<file path="config.mk">
export PLATFORM = sky130hd
export DESIGN_NAME = dac_upd_req_ctrl
export DESIGN_NICKNAME = d
export VERILOG_FILES = /design/src/rtl/dac_upd_pkg.sv /design/src/rtl/dur_sync.sv /design/src/rtl/dur_trig_front.sv /design/src/rtl/dur_req_ctrl.sv /design/src/rtl/dur_underrun.sv /design/src/rtl/dac_upd_req_ctrl.sv
export SDC_FILE = /design/constraint.sdc
export NUM_CORES = 1
export LEC_CHECK = 0
export BUFFER_PORTS_ARGS = -buffer_cell sky130_fd_sc_hd__buf_2
export CAP_MARGIN = 20
export CORE_AREA = 2 2 39 41
export DETAILED_ROUTE_END_ITERATION = 16
export DIE_AREA = 0 0 41 43
export GPL_TIMING_DRIVEN = 0
export PLACE_DENSITY = 0.48
export SLEW_MARGIN = 5
export SYNTH_ARGS = -nofsm -noshare
export SYNTH_HDL_FRONTEND = slang
export SYNTH_SLANG_ARGS = --single-unit
</file>
<file path="constraint.sdc">
create_clock -name clk -period 2.8 [get_ports clk]
set_clock_uncertainty 0.2 [all_clocks]
set_input_delay 0.7 -clock clk [delete_from_list [all_inputs] [get_ports clk]]
set_output_delay 0.7 -clock clk [all_outputs]
set_load 0.1 [all_outputs]
</file>
<file path="src/rtl/dac_upd_pkg.sv">
package dac_upd_pkg;

   // Status word layout: bit0 request, bit1 underrun, bit2 early complete
   typedef struct packed {
      logic done;
      logic err;
      logic req;
   } dur_status_t;

   localparam int STAT_W = $bits(dur_status_t);

endpackage

</file>
<file path="src/rtl/dur_sync.sv">
module dur_sync #(
   parameter int   STAGES  = 2,
   parameter logic RST_VAL = 1'b1
) (
   input  logic clk,
   input  logic rst_n,
   input  logic d,
   output logic q
);

   if (STAGES < 1) begin : g_bad_depth
      $error("dur_sync: STAGES must be at least 1");
   end

   if (STAGES == 1) begin : g_single
      logic r_q;
      always_ff @(posedge clk or negedge rst_n) begin
         if (!rst_n) r_q <= RST_VAL;
         else        r_q <= d;
      end
      assign q = r_q;
   end else begin : g_chain
      logic [STAGES-1:0] chain_q;
      always_ff @(posedge clk or negedge rst_n) begin
         if (!rst_n) chain_q <= {STAGES{RST_VAL}};
         else        chain_q <= {chain_q[STAGES-2:0], d};
      end
      assign q = chain_q[STAGES-1];
   end

endmodule

</file>
<file path="src/rtl/dur_trig_front.sv">
module dur_trig_front #(
   parameter int EXT_STAGES = 2,
   parameter int INT_STAGES = 1
) (
   input  logic clk,
   input  logic rst_n,
   input  logic src_sel,
   input  logic ext_n,
   input  logic int_n,
   output logic fall_o
);

   logic ext_s, int_s, sel_s, prev_q;

   dur_sync #(.STAGES(EXT_STAGES), .RST_VAL(1'b1)) u_ext_sync (
      .clk(clk), .rst_n(rst_n), .d(ext_n), .q(ext_s)
   );

   dur_sync #(.STAGES(INT_STAGES), .RST_VAL(1'b1)) u_int_sync (
      .clk(clk), .rst_n(rst_n), .d(int_n), .q(int_s)
   );

   assign sel_s = src_sel ? int_s : ext_s;

   always_ff @(posedge clk or negedge rst_n) begin
      if (!rst_n) prev_q <= 1'b1;
      else        prev_q <= sel_s;
   end

   assign fall_o = prev_q & ~sel_s;

   AST_ONE_EDGE_ONE_PULSE: assert property (@(posedge clk) disable iff (!rst_n)
      fall_o |=> !fall_o);

endmodule

</file>
<file path="src/rtl/dur_req_ctrl.sv">
module dur_req_ctrl (
   input  logic clk,
   input  logic rst_n,
   input  logic set_i,
   input  logic req_clr_i,
   input  logic dma_ack_i,
   input  logic irq_en_i,
   input  logic dma_en_i,
   output logic req_o,
   output logic upd_o,
   output logic irq_o,
   output logic dma_req_o
);

   logic req_q, upd_q, clr_any;

   assign clr_any = req_clr_i | (dma_ack_i & dma_en_i);

   always_ff @(posedge clk or negedge rst_n) begin
      if (!rst_n) begin
         req_q <= 1'b0;
         upd_q <= 1'b0;
      end else begin
         upd_q <= set_i;
         if (set_i)        req_q <= 1'b1;
         else if (clr_any) req_q <= 1'b0;
      end
   end

   assign req_o     = req_q;
   assign upd_o     = upd_q;
   assign irq_o     = irq_en_i & req_q;
   assign dma_req_o = dma_en_i & req_q;

   AST_SET_WINS: assert property (@(posedge clk) disable iff (!rst_n)
      set_i |=> req_q);

   AST_FLAG_HOLDS: assert property (@(posedge clk) disable iff (!rst_n)
      (req_q && !req_clr_i && !(dma_ack_i && dma_en_i)) |=> req_q);

   AST_ACK_CLEARS: assert property (@(posedge clk) disable iff (!rst_n)
      (dma_en_i && dma_ack_i && !set_i) |=> !req_q);

   AST_ACK_IGNORED: assert property (@(posedge clk) disable iff (!rst_n)
      (req_q && !dma_en_i && !req_clr_i) |=> req_q);

endmodule

</file>
<file path="src/rtl/dur_underrun.sv">
module dur_underrun (
   input  logic clk,
   input  logic rst_n,
   input  logic set_i,
   input  logic fifo_empty_i,
   input  logic req_clr_i,
   input  logic dac_clr_i,
   output logic err_o,
   output logic done_o
);

   logic err_q, done_q, hit;

   assign hit = set_i & fifo_empty_i;

   always_ff @(posedge clk or negedge rst_n) begin
      if (!rst_n) begin
         err_q  <= 1'b0;
         done_q <= 1'b0;
      end else begin
         if (hit)                         err_q <= 1'b1;
         else if (req_clr_i || dac_clr_i) err_q <= 1'b0;
         if (hit)                         done_q <= 1'b1;
         else if (dac_clr_i)              done_q <= 1'b0;
      end
   end

   assign err_o  = err_q;
   assign done_o = done_q;

   AST_ERR_STICKY: assert property (@(posedge clk) disable iff (!rst_n)
      (err_q && !req_clr_i && !dac_clr_i) |=> err_q);

   AST_DONE_STICKY: assert property (@(posedge clk) disable iff (!rst_n)
      (done_q && !dac_clr_i) |=> done_q);

   AST_UNDERRUN_SET: assert property (@(posedge clk) disable iff (!rst_n)
      hit |=> (err_q && done_q));

endmodule

</file>
<file path="src/rtl/dac_upd_req_ctrl.sv">
module dac_upd_req_ctrl
   import dac_upd_pkg::*;
#(
   parameter int EXT_SYNC_STAGES = 2,
   parameter int INT_SYNC_STAGES = 1
) (
   input  logic              clk,
   input  logic              rst_n,
   input  logic              src_sel,
   input  logic              int_trig_n,
   input  logic              ext_trig_n,
   input  logic              irq_en,
   input  logic              dma_en,
   input  logic              req_clr_wr,
   input  logic              dac_clr_wr,
   input  logic              dma_ack,
   input  logic              fifo_nempty_n,
   output logic              dac_update,
   output logic [STAT_W-1:0] status,
   output logic              irq,
   output logic              dma_req
);

   if (EXT_SYNC_STAGES < 2) begin : g_bad_ext
      $error("dac_upd_req_ctrl: external pin needs at least two sync stages");
   end
   if (INT_SYNC_STAGES < 1) begin : g_bad_int
      $error("dac_upd_req_ctrl: internal line needs at least one stage");
   end

   logic        fall;
   dur_status_t stat;

   dur_trig_front #(
      .EXT_STAGES(EXT_SYNC_STAGES),
      .INT_STAGES(INT_SYNC_STAGES)
   ) u_front (
      .clk(clk), .rst_n(rst_n), .src_sel(src_sel),
      .ext_n(ext_trig_n), .int_n(int_trig_n), .fall_o(fall)
   );

   dur_req_ctrl u_req (
      .clk(clk), .rst_n(rst_n), .set_i(fall),
      .req_clr_i(req_clr_wr), .dma_ack_i(dma_ack),
      .irq_en_i(irq_en), .dma_en_i(dma_en),
      .req_o(stat.req), .upd_o(dac_update),
      .irq_o(irq), .dma_req_o(dma_req)
   );

   dur_underrun u_urun (
      .clk(clk), .rst_n(rst_n), .set_i(fall),
      .fifo_empty_i(fifo_nempty_n), .req_clr_i(req_clr_wr),
      .dac_clr_i(dac_clr_wr), .err_o(stat.err), .done_o(stat.done)
   );

   assign status = stat;

   AST_STROBE_WITH_FLAG: assert property (@(posedge clk) disable iff (!rst_n)
      dac_update |-> status[0]);

   AST_STROBE_ONE_WIDE: assert property (@(posedge clk) disable iff (!rst_n)
      dac_update |=> !dac_update);

   AST_IRQ_NEEDS_FLAG: assert property (@(posedge clk) disable iff (!rst_n)
      (irq || dma_req) |-> status[0]);

endmodule

</file>
==> metrics.md <==
| Metric | Value |
|---|---|
| Layout cells sized above 1 | `61.4%` |
| Max IR drop VDD | `0.373 mV` |
| Power density over cell area | `721 nW/um^2` |
| Yosys top cell area share | `about a third` |
| Final period utilization | `78.7%` |
| Post-synth top cells | `dfrtp_1, dfstp_2, buf_4, inv_1` |
| Max cap viols | `0` |
| DIE WIDTH | `41 um` |
| Register area share after synthesis | `roughly 67%` |
| GP Congestion | `about 0.58` |
| Fin crit period | `around 2200 ps` |
| Largest net degree at the start of global routing | `9` |
| Comb pwr share | `28.5%` |
| Initial core utilization | `22.2%` |
| Non-filler cells, final | `60` |
| Max Freq | `0.454 GHz` |
| CP endpoint kind | `primary output` |
| Clock power share | `just under 30%` |
| Clock Path Buffers | `2` |
| Worst EP required | `1900 ps` |
| Asr flop ratio synth | `100%` |
| Die area | `between 1500 and 2000 um^2` |
| H-tree depth | `1` |
| Drt drc | `0` |
| Final hold viol count | `0` |
| Initial antenna violation count | `0` |
| Int Power | `about 0.2 mW` |
| RSZ-0062 raised after global routing | `no` |
| Clk slew on worst S/H paths | `60 ps` |
| DRT iter0 DRCs | `3` |
| Post-CTS Resized | `0` |
| Num rows | `14` |
| Area leader, netlist | `dfstp_2` |
| Core area | `1380 um^2` |
| DR WL/cell | `9.23 um` |
| Worst hold path type | `in -> async` |
| First-pass GRT wire length | `869 um` |
| Root Driver | `clkbuf_4` |
| Mapped Area | `308 um^2` |
| Pre-antenna DRT Iters | `2` |
| Final Max Slew Viols | `0` |
| Inserted Clock Buffers | `3` |
| Vias | `226` |
| Vias in the first global route | `227` |
| WS Path Type | `in -> out` |
| Nets | `56` |
| Routed WL | `554 um` |
| Syn-to-layout area delta | `41.1%` |
| Mapped Cells | `24` |
| Critical Path AT | `1300 ps` |
| Routed Antenna Nets | `0` |
| TritonCTS clock tree | `done` |
| Total leakage power | `between 0.2 and 0.25 nW` |
| CP max FO | `2` |
| CTS hold repair buffers | `0` |
| Synth area leaders | `dfstp_2, dfrtp_1, buf_4` |
| Most used DFF post-synth | `dfstp_2` |
| Clk sink count | `8` |
| PortBufs | `16` |
| Distinct cells, synth | `12` |
| Post-CTS Setup Bufs | `0` |
| Slew HR | `67.8%` |
| Switch Pwr | `0.111 mW` |
| Global route total overflow | `0` |
| Placed Cells | `56` |
| EDFF count, synth | `0` |
| Syn avg cell area | `12.8 um^2` |
| Seq pwr share | `41.8%` |
| Setup TNS | `0 ps` |
| Gr usage total | `8.22%` |
| Diode count | `0` |
| Final setup vio count | `0` |
| Status | `finished, final reports clean` |
| Syn_nets | `35` |
| CP startpoint kind | `primary input` |
| Slew @ Worst Pin | `487 ps` |
| Vias per inst | `3.77` |
| Clk_lat worst skew | `between 200 and 300 ps` |
| I/O pins | `17` |
| Synth Register Bits | `8` |
| Switch share | `around 35%` |
| Die Ht | `43 um` |
| Synth Warn # | `0` |
-- worst paths after layout --
kind / startpoint / end / slack (ps) / cells past startpoint
max: dma_en / dma_req / 600 / 3
min: rst_n / u_req.req_o / 70 / 1
max reg2reg: u_front.u_ext_sync.g_chain.chain_q[1] / u_urun.err_o / 1720 / 2
min reg2reg: u_front.u_ext_sync.g_chain.chain_q[0] / u_front.u_ext_sync.g_chain.chain_q[1] / 160 / 0
max in group asynchronous: rst_n / u_front.prev_q / 2080 / 1
min in group clk: u_front.u_ext_sync.g_chain.chain_q[0] / u_front.u_ext_sync.g_chain.chain_q[1] / 160 / 0
-- per-stage QoR --
stage | power [mW] | setup slack (ps) | utilization [%] | hold slack, ps | instance area (um^2)
after floorplan | 0.204 | 463 | - | 145 | 308
after detailed placement | 0.223 | 592 | 29.5 | 149 | 408
final | 0.313 | 597 | 31.4 | 74.2 | 434
after CTS | 0.320 | 592 | 31.4 | 74.8 | 434
after global routing | 0.329 | 564 | 31.4 | 78.9 | 434
after global placement | 0.222 | 597 | 29.5 | 147 | 408
-- cells in the final DEF, fill, tap and decap left out, drive strengths merged --
cell,n
and2,2
buf,19
clkbuf,4
dfrtp,4
dfstp,4
inv,3
mux2,1
nand2,2
nor2,1
nor2b,1
o22ai,1
o2bb2ai,1
o32ai,1
-- logic make-up (layout without fill, tap and decap cells) --
family / after synthesis / count (layout) / synth area share (%)
buffers and inverters: 6 / 26 / 11.0
muxes: 1 / 1 / 4.88
and+or+nand+nor: 6 / 6 / 9.76
AOI/OAI and AO/OA: 3 / 3 / 7.73
DFF: 8 / 8 / 66.7
-- worst max-delay path, cell delays in order --
cell and delay (ps):
buf_2 80, and2_1 110, buf_2 410
-- state kept, by name, summed over array words and instances, names as in the netlist --
signal and count:
u_urun.err_o 1, u_urun.done_o 1, u_req.upd_o 1, u_front.prev_q 1
u_front.u_ext_sync.g_chain.chain_q 2, u_req.req_o 1, u_front.u_int_sync.q 1
-- area by class of cell --
class | count | area, um^2
Inverter | 3 | 11.3
Timing Repair Buffer | 16 | 80.1
Fill cell | 146 | 950
Clock buffer | 4 | 26.3
Multi-Input combinational cell | 10 | 68.8
Buffer | 3 | 22.5
Tap cell | 16 | 20.0
Sequential cell | 8 | 205
-- power groups by stage --
| stage | logic (mW) | clock network (mW) | registers, mW |
|---|---|---|---|
| after global routing | 0.0939 | 0.104 | 0.132 |
| after detailed placement | 0.0900 | 0 | 0.133 |
| after floorplan | 0.0642 | 0 | 0.140 |
| final | 0.0893 | 0.0930 | 0.131 |
| after CTS | 0.0903 | 0.0990 | 0.131 |
| after global placement | 0.0896 | 0 | 0.132 |
-- metal layers --
layer / wire, um / part of all wire [%] / vias to the layer above / global-route usage, %
li1: - / - / 114 / -
met1: 201 / 36 / 97 / 6.33
met2: 269 / 49 / 13 / 12.5
met3: 76 / 14 / 2 / 8.38
met4: 6 / 1.1 / 0 / 4.00
met5: 0 / 0 / - / 0
No activity file was read; power rests on OpenSTA's default activity.
